==> src/rtl/gpio_tmr_port.sv <==
module gpio_tmr_port (
  input  logic       clk,
  input  logic       rst_n,
  input  logic       bus_sel,
  input  logic       bus_wr,
  input  logic       bus_addr,
  input  logic [7:0] bus_wdata,
  output logic [7:0] bus_rdata,
  input  logic [1:0] ch6_mode,
  input  logic [1:0] ch5_mode,
  input  logic [1:0] ch4_mode,
  input  logic [1:0] ch3_mode,
  input  logic [3:0] ch_level,
  input  logic       cap4_sel,
  input  logic [4:0] oc1_mask,
  input  logic [4:0] oc1_level,
  input  logic [7:0] pad_in,
  output logic [7:0] pad_out,
  output logic [7:0] pad_oe,
  output logic [7:0] pin_sense
);
  logic [7:0] dat_q, dir_q, sync1_q, sync2_q;
  logic [7:0] ch_own, ch_val, m_own, m_val;

  always_ff @(posedge clk or negedge rst_n) begin
    if (!rst_n) begin
      dat_q   <= '0;
      dir_q   <= '0;
      sync1_q <= '0;
      sync2_q <= '0;
    end else begin
      sync1_q <= pad_in;
      sync2_q <= sync1_q;
      if (bus_sel && bus_wr) begin
        if (bus_addr) dir_q <= bus_wdata;
        else          dat_q <= bus_wdata;
      end
    end
  end

  assign ch_own = {1'b0, |ch6_mode, |ch5_mode, |ch4_mode, (|ch3_mode) & ~cap4_sel, 3'b000};
  assign ch_val = {1'b0, ch_level, 3'b000};
  assign m_own  = {oc1_mask, 3'b000};
  assign m_val  = {oc1_level, 3'b000};

  assign pad_oe  = dir_q | ch_own | m_own;
  assign pad_out = (m_own & m_val) | (~m_own & ch_own & ch_val) | (~m_own & ~ch_own & dat_q);
  assign pin_sense = sync2_q;
  assign bus_rdata = bus_addr ? dir_q : ((pad_oe & pad_out) | (~pad_oe & sync2_q));
endmodule

==> config.mk <==
export PLATFORM = sky130hd
export DESIGN_NAME = gpio_tmr_port
export DESIGN_NICKNAME = d
export VERILOG_FILES = /design/src/rtl/gpio_tmr_port.sv
export SDC_FILE = /design/constraint.sdc
export NUM_CORES = 1
export LEC_CHECK = 0
export ABC_AREA = 1
export BUFFER_PORTS_ARGS = -buffer_cell sky130_fd_sc_hd__buf_2
export CORE_ASPECT_RATIO = 1.2
export CORE_MARGIN = 5
export CORE_UTILIZATION = 45
export CTS_CLUSTER_SIZE = 10
export DETAILED_ROUTE_END_ITERATION = 6
export PLACE_DENSITY = 0.89
export REMOVE_ABC_BUFFERS = 1
export SYNTH_ARGS = -nofsm -noshare
export SYNTH_HDL_FRONTEND = slang
export SYNTH_SLANG_ARGS = --single-unit
==> constraint.sdc <==
create_clock -name clk -period 0.87 [get_ports clk]
set_input_delay 0.087 -clock clk [delete_from_list [all_inputs] [get_ports clk]]
set_output_delay 0.087 -clock clk [all_outputs]
set_load 0.01 [all_outputs]
==> run_results.csv, run 1 <==
group,metric,value,unit
place,dpl.cell_count,287,
global_routing,antenna_found_initial,0,
sta,fin_skew,0.00387,ns
place,hpwl,2880,um
setup_path,slowest_stage,"dfrtp_1",
detailed_routing,routed_wl,3990,um
yosys,synthTopCellsByCount,"nand2_1 (41), dfrtp_1 (32), inv_1 (27), o21ai_2 (17), o21ai_0 (13)",
detailed_routing,firstDrtPassIters,4,
sta,max_slew.worst_pin.slew,0.283,ns
pwr,ir_worst_vdd,1.77,mV
detailed_routing,avgRoutedWirePerCell,12.8,um
yosys,yosys-top-cells-area,"dfrtp_1 (53%), nand2_1 (10%), o21ai_2 (9.8%), inv_1 (6.6%), o21ai_0 (4.3%)",
yosys,synthesis.instances,170,
layout,drive_above_1_share,50.9,%
layout,fin_nets,318,
pwr,power.switching,1150,uW
detailed_routing,vias,1461,
yosys,ys_types,14,
yosys,synth-edff-count,0,
die,core,0.00331,mm^2
clocking,cts_inserted_buffers,5,
sta,final.setup.tns,-5.59,ns
sta,relSlewSlack,81.1,%
global_routing,grt_max_degree,33,
global_routing,first_global_vias,1554,
setup_path,r2r-start,"dir_q[4]$_DFFE_PN0P_",
place,port_buffers,75,
detailed_routing,drt_iter0_markers,32,
global_routing,grt_pass1_wl,6510,um
place,gp_congestion,0.744,
yosys,synth_top_area_share,52.5,%
worst_hold_path,holdCritPathClass,"input pin to flip-flop",
yosys,yosys_warnings,0,
yosys,syn-cell-area,0.00153,mm^2
die,die_w,63.1,um
die,die_h,73.8,um
layout,antenna_cells,0,
die,io_pins,76,
yosys,synth.avg_cell_area,8.97,um^2
clocking,htree_levels,2,
pwr,pwr-share-clk,31.7,%
pwr,combinationalPowerShare,27.4,%
setup_path,crit_type,"flip-flop to output port",
sta,hold_violations,0,
setup_path,slowest_delay,0.38,ns
die,placementRows,23,
setup_path,worstPathArrival,1.20,ns
layout,n_fill_cell,263,
flow_run,cap_violations,0,
sta,rsz0062_at_grt,"yes",
clocking,clk_latency,0.28,ns
layout,area_growth,56.1,%
yosys,seq_area_frac_synth,52.5,%
setup_path,critPathMaxFanout,3,
outcome,status,"finished, violations left",
sta,period_share,148,%
yosys,synth_top_flop_cell,"dfrtp_1",
pwr,power_density,1790,mW/mm^2
pwr,p_leak,0.00132,uW
sta,min_period,1.29,ns
detailed_routing,avgViaCountPerCell,4.68,
clocking,cts-root-buf,"clkbuf_8",
pwr,power.total,4260,uW
pwr,power_frac_seq,41.0,%
place,place_ws,-0.155,ns
yosys,synth-seq-cells,32,
yosys,synth_area_leader_cell,"dfrtp_1",
clocking,cts_buffer_depth,2,
clocking,clk_pin_slew_worst_paths,0.06,ns
clocking,clock-sinks,32,
yosys,synth-async-reset-ratio,100,%
sta,final-setup-viol-count,32,
detailed_routing,ant_nets,0,
outcome,violations,"setup timing",
layout,stdcell_count,312,
setup_path,end_kind,"output port",
layout,design_area,0.00238,mm^2
global_routing,grt.total_usage,18.0,%
worst_hold_path,min_from,"bus_wdata[0]",
setup_path,path_cells,"nor2_1 -> nand2_1 -> inv_1 -> nor2_1 -> o21ai_1 -> buf_2",
global_routing,grt_overflow,0,
sta,timing.fmax,776,MHz
setup_path,start_kind,"flip-flop",
die,die_area,0.00466,mm^2
pwr,p_sw_share,27.0,%
setup_path,cp.required,0.78,ns
clocking,tritoncts,"done",
sta,slew_violations,0,
pwr,internal_power,3110,uW
detailed_routing,drc_errors,0,
place,placedInstanceArea,0.00200,mm^2
sta,timing.final.ws_setup,-0.419,ns
setup_path,startpoint,"dir_q[5]$_DFFE_PN0P_",
yosys,post-synth-top-count-cell,"nand2_1",
die,initial_core_util,46.1,%
setup_path,cpMostUsedCell,"nor2_1",
-- through the flow --
stage | hold slack (ns) | util [%]
global route | 0.0820 | 71.9
detailed placement | 0.0567 | 60.4
floorplan | -0.209 | -
finish | 0.0816 | 71.9
global placement | 0.0496 | 60.4
CTS | 0.0767 | 70.4
-- layout make-up --
type | instances | area, um^2 | share of cell area [%]
Sequential cell | 32 | 801 | 33.6
Timing Repair Buffer | 106 | 731 | 30.7
Multi-Input combinational cell | 101 | 583 | 24.5
Inverter | 28 | 113 | 4.73
Clock buffer | 6 | 72.6 | 3.05
Tap cell | 37 | 46.3 | 1.94
Clock inverter | 2 | 35.0 | 1.47
-- power by group through the flow --
stage / combinational (uW) / sequential, uW / clock, uW
floorplan: 394 / 1780 / 0
detailed placement: 923 / 1760 / 0
CTS: 1120 / 1740 / 1390
global placement: 896 / 1750 / 0
global route: 1290 / 1760 / 1450
finish: 1170 / 1750 / 1350
-- worst max-delay path: cells and delay by family, from the launching register on --
family | cells | cell delay, ns
buf+inv | 2 | 0.23
simple gates | 3 | 0.23
flops | 1 | 0.38
compound gates | 1 | 0.10
-- registers in the layout, summed over array words and instances, names as in the netlist --
name / cells
pin_sense: 8
sync1_q: 8
dat_q: 8
dir_q: 8
-- layer usage --
layer / wire, um / global-route usage [%] / up-vias
li1: - / - / 733
met1: 1340 / 16.4 / 676
met2: 2290 / 35.0 / 42
met3: 265 / 6.88 / 10
met4: 89 / 7.78 / 0
met5: 0 / 0 / -
-- worst paths after layout --
check                                    endpoint  slack (ns)  depth (start not counted)
max                                  bus_rdata[5]       -0.42                          6
min                          dir_q[0]$_DFFE_PN0P_        0.08                          3
max reg2reg                  dir_q[4]$_DFFE_PN0P_        0.01                          4
min reg2reg                pin_sense[0]$_DFF_PN0_        0.35                          0
max in group asynchronous    sync1_q[7]$_DFF_PN0_        0.41                          3
min in group asynchronous    dat_q[0]$_DFFE_PN0P_        0.29                          3
-- logic make-up (layout without fill, tap and decap cells) --
group	Yosys count	after routing	synth area share, %
flops	32	32	52.5
buf+inv	37	142	12.6
simple gates	69	69	20.3
compound gates	32	32	14.7
-- what timing repair did --
action / CTS / global route
buffers inserted: 5 / 6
setup endpoints to repair: 32 / 34
resized for setup: 34 / 7
pin swaps: 10 / 1
hold buffers: 9 / 0
hold endpoints to repair: 40 / 0
-- cell usage in the layout (no fill, tap or decap), drive strengths merged --
cell type    netlist  final
inv               28     28
o21ai             30     30
dlygate4sd3        0      9
bufinv             0      1
clkbuf             0      6
dfrtp             32     32
clkinv             0      1
a21oi              2      2
buf                9     97
nor2              11     11
nand3             14     14
nand4              1      1
nand2             43     43
Power figures use the tool's default switching activity.
==> run 2, diff against run 1 <==
--- a/config.mk
+++ b/config.mk
@@ -9,10 +9,10 @@
 export BUFFER_PORTS_ARGS = -buffer_cell sky130_fd_sc_hd__buf_2
 export CORE_ASPECT_RATIO = 1.2
 export CORE_MARGIN = 5
-export CORE_UTILIZATION = 45
+export CORE_UTILIZATION = 25
 export CTS_CLUSTER_SIZE = 10
 export DETAILED_ROUTE_END_ITERATION = 6
-export PLACE_DENSITY = 0.89
+export PLACE_DENSITY = 0.59
 export REMOVE_ABC_BUFFERS = 1
 export SYNTH_ARGS = -nofsm -noshare
 export SYNTH_HDL_FRONTEND = slang
==> run_results.csv, run 2 (synthesis gave the netlist of run 1 again) <==
group,metric,value,unit
setup_path,crit_type,"flip-flop to output port",
setup_path,end_kind,"output port",
detailed_routing,vias,1461,
pwr,power_density,1750,mW/mm^2
layout,antenna_cells,0,
sta,max_slew.worst_pin.slew,0.268,ns
setup_path,worstPathArrival,1.20,ns
outcome,violations,"setup timing",
clocking,clk_pin_slew_worst_paths,0.07,ns
worst_hold_path,holdCritPathClass,"input pin to flip-flop",
detailed_routing,firstDrtPassIters,4,
clocking,cts_buffer_depth,2,
sta,timing.fmax,777,MHz
sta,hold_violations,0,
die,io_pins,76,
global_routing,grt_overflow,0,
global_routing,antenna_found_initial,0,
setup_path,startpoint,"dir_q[4]$_DFFE_PN0P_",
sta,timing.final.ws_setup,-0.417,ns
layout,design_area,0.00244,mm^2
setup_path,cp.required,0.78,ns
clocking,cts-root-buf,"clkbuf_8",
layout,fin_nets,320,
detailed_routing,drc_errors,0,
layout,drive_above_1_share,50.2,%
global_routing,grt_max_degree,33,
pwr,p_sw_share,27.1,%
pwr,internal_power,3120,uW
pwr,pwr-share-clk,32.0,%
sta,min_period,1.29,ns
setup_path,r2r-start,"dat_q[4]$_DFFE_PN0P_",
detailed_routing,drt_iter0_markers,31,
place,gp_congestion,0.790,
place,port_buffers,75,
sta,rsz0062_at_grt,"yes",
sta,slew_violations,0,
detailed_routing,met1Wirelength,1520,um
layout,area_growth,60.1,%
clocking,cts_inserted_buffers,5,
die,initial_core_util,25.5,%
global_routing,grt_pass1_wl,6400,um
die,die_h,95.6,um
place,placedInstanceArea,0.00209,mm^2
detailed_routing,highest_layer,"met4",
global_routing,grt.total_usage,10.9,%
layout,final_cell_mix,"buf_2 (66), nand2_1 (37), dfrtp_1 (32), inv_1 (26), o21ai_2 (18)",
sta,relSlewSlack,82.1,%
clocking,clk_latency,0.28,ns
pwr,power.switching,1160,uW
detailed_routing,route.met3.wl,292,um
die,die_w,81.3,um
layout,layout.cells.most_common,"buf_2",
flow_run,cap_violations,0,
setup_path,critPathMaxFanout,3,
place,hpwl,3060,um
pwr,p_leak,0.00132,uW
global_routing,first_global_vias,1448,
pwr,power_frac_seq,41.0,%
clocking,htree_levels,2,
sta,final-setup-viol-count,31,
detailed_routing,wl_met2,2190,um
pwr,combinationalPowerShare,27.0,%
detailed_routing,ant_nets,0,
layout,n_fill_cell,633,
die,placementRows,31,
detailed_routing,avgRoutedWirePerCell,11.3,um
setup_path,start_kind,"flip-flop",
outcome,status,"finished, violations left",
detailed_routing,avgViaCountPerCell,4.07,
clocking,tritoncts,"done",
place,place_ws,-0.154,ns
detailed_routing,routed_wl,4060,um
worst_hold_path,min_from,"bus_wdata[2]",
sta,period_share,148,%
clocking,clock-sinks,32,
die,core,0.00597,mm^2
pwr,ir_worst_vdd,0.821,mV
sta,fin_skew,0.000106,ns
die,die_area,0.00777,mm^2
[run 2: cell types whose count changed in the layout (fill, tap and decap cells not counted), sizes merged]
| cell | previous run | this run |
|---|---|---|
| buf | 97 | 99 |
[run 2: path summary, 6_finish.rpt]
| path | to | slack (ns) | depth (start not counted) |
|---|---|---|---|
| max | bus_rdata[4] | -0.42 | 6 |
| max reg2reg | dat_q[4]$_DFFE_PN0P_ | 0 | 4 |
| min reg2reg | pin_sense[7]$_DFF_PN0_ | 0.35 | 0 |
| max in group asynchronous | dat_q[2]$_DFFE_PN0P_ | 0.41 | 3 |
| min in group asynchronous | pin_sense[3]$_DFF_PN0_ | 0.30 | 3 |
| min | dat_q[2]$_DFFE_PN0P_ | 0.09 | 3 |
[run 2: cell type report]
class / count / area (um^2) / area share [%]
well taps: 82 / 103 / 4.20
clock buffers: 6 / 72.6 / 2.97
repair buffers: 108 / 749 / 30.7
multi-input cells: 101 / 569 / 23.3
flip-flops and latches: 32 / 801 / 32.8
inverters: 28 / 113 / 4.61
clock inverters: 2 / 35.0 / 1.43
[run 2: critical path, stage by stage, from the launching register on]
cell     delay [ns]
dfrtp_1        0.38
nor2_1         0.09
nand2_1        0.10
inv_1          0.07
nor2_1         0.04
o21ai_1        0.10
buf_2          0.14
[run 2: layer usage]
metal / vias to the layer above / GRT usage, %
met2: 42 / 19.7
met4: 0 / 3.80
met3: 6 / 4.16
met1: 674 / 11.4
met5: - / 0
li1: 739 / -
[run 2: stage by stage]
stage | power (uW) | hold slack (ns) | setup TNS (ns) | instances | utilization [%]
2_1_floorplan | 2180 | -0.209 | -0.757 | 161 | -
3_3_place_gp | 2720 | 0.0536 | -0.981 | 337 | 35.0
3_5_place_dp | 2730 | 0.0617 | -1.26 | 337 | 35.0
4_1_cts | 4300 | 0.0783 | -5.82 | 359 | 39.9
5_1_grt | 4540 | 0.0897 | -7.23 | 359 | 40.9
6_report | 4280 | 0.0922 | -5.27 | 359 | 40.9
[run 2: what timing repair did]
item / CTS / global route
pin swaps: 9 / 5
endpoints found under the setup margin: 32 / 35
setup buffers: 5 / 6
hold buffers: 9 / 0
endpoints found under the hold margin: 40 / 0
resized for setup: 26 / 15
[run 2: power groups by stage]
stage | Sequential, uW | Clock, uW | Combinational (uW)
after global routing | 1770 | 1480 | 1280
after CTS | 1740 | 1430 | 1130
after floorplan | 1780 | 0 | 394
final | 1750 | 1370 | 1160
after detailed placement | 1760 | 0 | 972
after global placement | 1760 | 0 | 960
==> run 3, diff against run 2 <==
==> constraint.sdc (replaced) <==
create_clock -name clk -period 0.87 [get_ports clk]
set_input_delay 0.2175 -clock clk [delete_from_list [all_inputs] [get_ports clk]]
set_output_delay 0.2175 -clock clk [all_outputs]
set_load 0.01 [all_outputs]
==> run_results.csv, run 3 (synthesis gave the netlist of run 1 again) <==
group,metric,value,unit
detailed_routing,avgViaCountPerCell,4.08,
global_routing,first_global_vias,1528,
detailed_routing,drc_errors,0,
sta,relSlewSlack,86.1,%
die,core,0.00597,mm^2
layout,design_area,0.00251,mm^2
worst_hold_path,min_from,"pad_in[0]",
die,die_area,0.00777,mm^2
setup_path,critPathMaxFanout,3,
setup_path,start_kind,"flip-flop",
setup_path,worstPathArrival,1.20,ns
clocking,clock-sinks,32,
outcome,violations,"setup timing",
sta,timing.final.ws_setup,-0.548,ns
layout,drive_above_1_share,57.3,%
sta,max_slew.worst_pin.slew,0.208,ns
global_routing,antenna_found_initial,0,
detailed_routing,vias,1451,
global_routing,grt_max_degree,33,
die,die_h,95.6,um
sta,final.setup.tns,-9.95,ns
global_routing,grt_pass1_wl,6560,um
worst_hold_path,holdPathEnd,"sync1_q[0]$_DFF_PN0_",
place,port_buffers,75,
place,placedInstanceArea,0.00214,mm^2
sta,period_share,163,%
detailed_routing,routed_wl,4150,um
worst_hold_path,whs_path_depth,1,
clocking,cts_buffer_depth,2,
setup_path,path_cells,"nor2_1 -> nand2_1 -> o21ai_1 -> o21ai_1 -> buf_2",
setup_path,r2r.worst_path.cells,4,
clocking,clk_pin_slew_worst_paths,0.06,ns
place,gp_congestion,0.764,
global_routing,grt_overflow,0,
sta,timing.fmax,705,MHz
pwr,power_density,1610,mW/mm^2
sta,hold_violations,0,
sta,hold_ws,0.0485,ns
layout,final_cell_mix,"buf_2 (60), nand2_1 (38), dfrtp_1 (31), buf_6 (28), inv_1 (25)",
layout,antenna_cells,0,
clocking,tritoncts,"done",
layout,utilization,42.0,%
setup_path,r2r-end,"dat_q[3]$_DFFE_PN0P_",
sta,slew_violations,0,
outcome,status,"finished, violations left",
setup_path,slowest_delay,0.38,ns
setup_path,slowest_stage,"dfrtp_1",
sta,final-setup-viol-count,32,
sta,min_period,1.42,ns
setup_path,cp.required,0.65,ns
die,initial_core_util,25.5,%
setup_path,end_kind,"output port",
worst_hold_path,holdCritPathClass,"input pin to flip-flop",
clocking,clk_latency,0.27,ns
setup_path,r2r-start,"dat_q[3]$_DFFE_PN0P_",
detailed_routing,firstDrtPassIters,4,
detailed_routing,ant_nets,0,
pwr,ir_worst_vdd,1.02,mV
setup_path,crit_type,"flip-flop to output port",
layout,layout.cells.most_common,"buf_2",
pwr,p_leak,0.00134,uW
flow_run,cap_violations,0,
die,io_pins,76,
sta,fin_skew,0.000246,ns
layout,area_growth,64.6,%
detailed_routing,drt_iter0_markers,34,
clocking,cts_inserted_buffers,5,
layout,fin_nets,320,
pwr,power.total,4040,uW
detailed_routing,avgRoutedWirePerCell,11.7,um
global_routing,grt.total_usage,11.1,%
setup_path,cpMostUsedCell,"o21ai_1",
clocking,cts-root-buf,"clkbuf_8",
sta,rsz0062_at_grt,"yes",
die,placementRows,31,
setup_path,reg2reg_slack,0.02,ns
clocking,htree_levels,2,
die,die_w,81.3,um
place,hpwl,3030,um
run 3: changes by cell type in the layout (fill, tap and decap cells not counted), sizes merged:
cell,change
buf,+6
bufinv,-1
clkinv,-1
nand3,+1
dlygate4sd3,-8
run 3: cell type report:
class / instances / area, um^2
clock buffer: 5 / 68.8
timing repair buffer: 107 / 786
tap: 82 / 103
multi-input combinational: 102 / 638
inverter: 28 / 113
sequential: 32 / 802
fill: 637 / 3460
run 3: how the worst max path moves through the flow:
stage,cells after the start,endpoint,start
2_1_floorplan,4,bus_rdata[7],dat_q[7]$_DFFE_PN0P_
3_3_place_gp,7,bus_rdata[5],ch5_mode[1]
3_5_place_dp,7,bus_rdata[5],ch5_mode[1]
4_1_cts,6,bus_rdata[4],dir_q[4]$_DFFE_PN0P_
5_1_grt,7,bus_rdata[3],dir_q[3]$_DFFE_PN0P_
6_report,5,bus_rdata[4],dir_q[4]$_DFFE_PN0P_
run 3: timing repair:
action,CTS,global route
pin swaps,11,9
resized for setup,43,25
endpoints found under the hold margin,32,0
hold buffers,1,0
endpoints found under the setup margin,35,38
gates cloned,1,0
buffers inserted,5,3
run 3: power breakdown:
group	internal, uW	switching, uW
combinational	715	584
clock	514	458
sequential	1650	121
total	2880	1160
run 3: per-layer routing:
layer  up-vias  track usage (%)  wire length, um
met5         -                0                0
met4         0             3.38               48
met3         5             4.16              340
met2        37             19.9             2200
met1       663             11.9             1560
li1        746                -                -
run 3: worst max-delay path, delay by kind of cell (launching register included):
| kind | cells | cell delay, ns |
|---|---|---|
| compound gates | 2 | 0.24 |
| buf+inv | 1 | 0.14 |
| flops | 1 | 0.38 |
| simple gates | 2 | 0.17 |
run 3: through the flow:
step | cells | worst slack, ns
2_1_floorplan | 161 | -0.339
3_3_place_gp | 343 | -0.361
3_5_place_dp | 343 | -0.376
4_1_cts | 355 | -0.563
5_1_grt | 356 | -0.625
6_report | 356 | -0.548
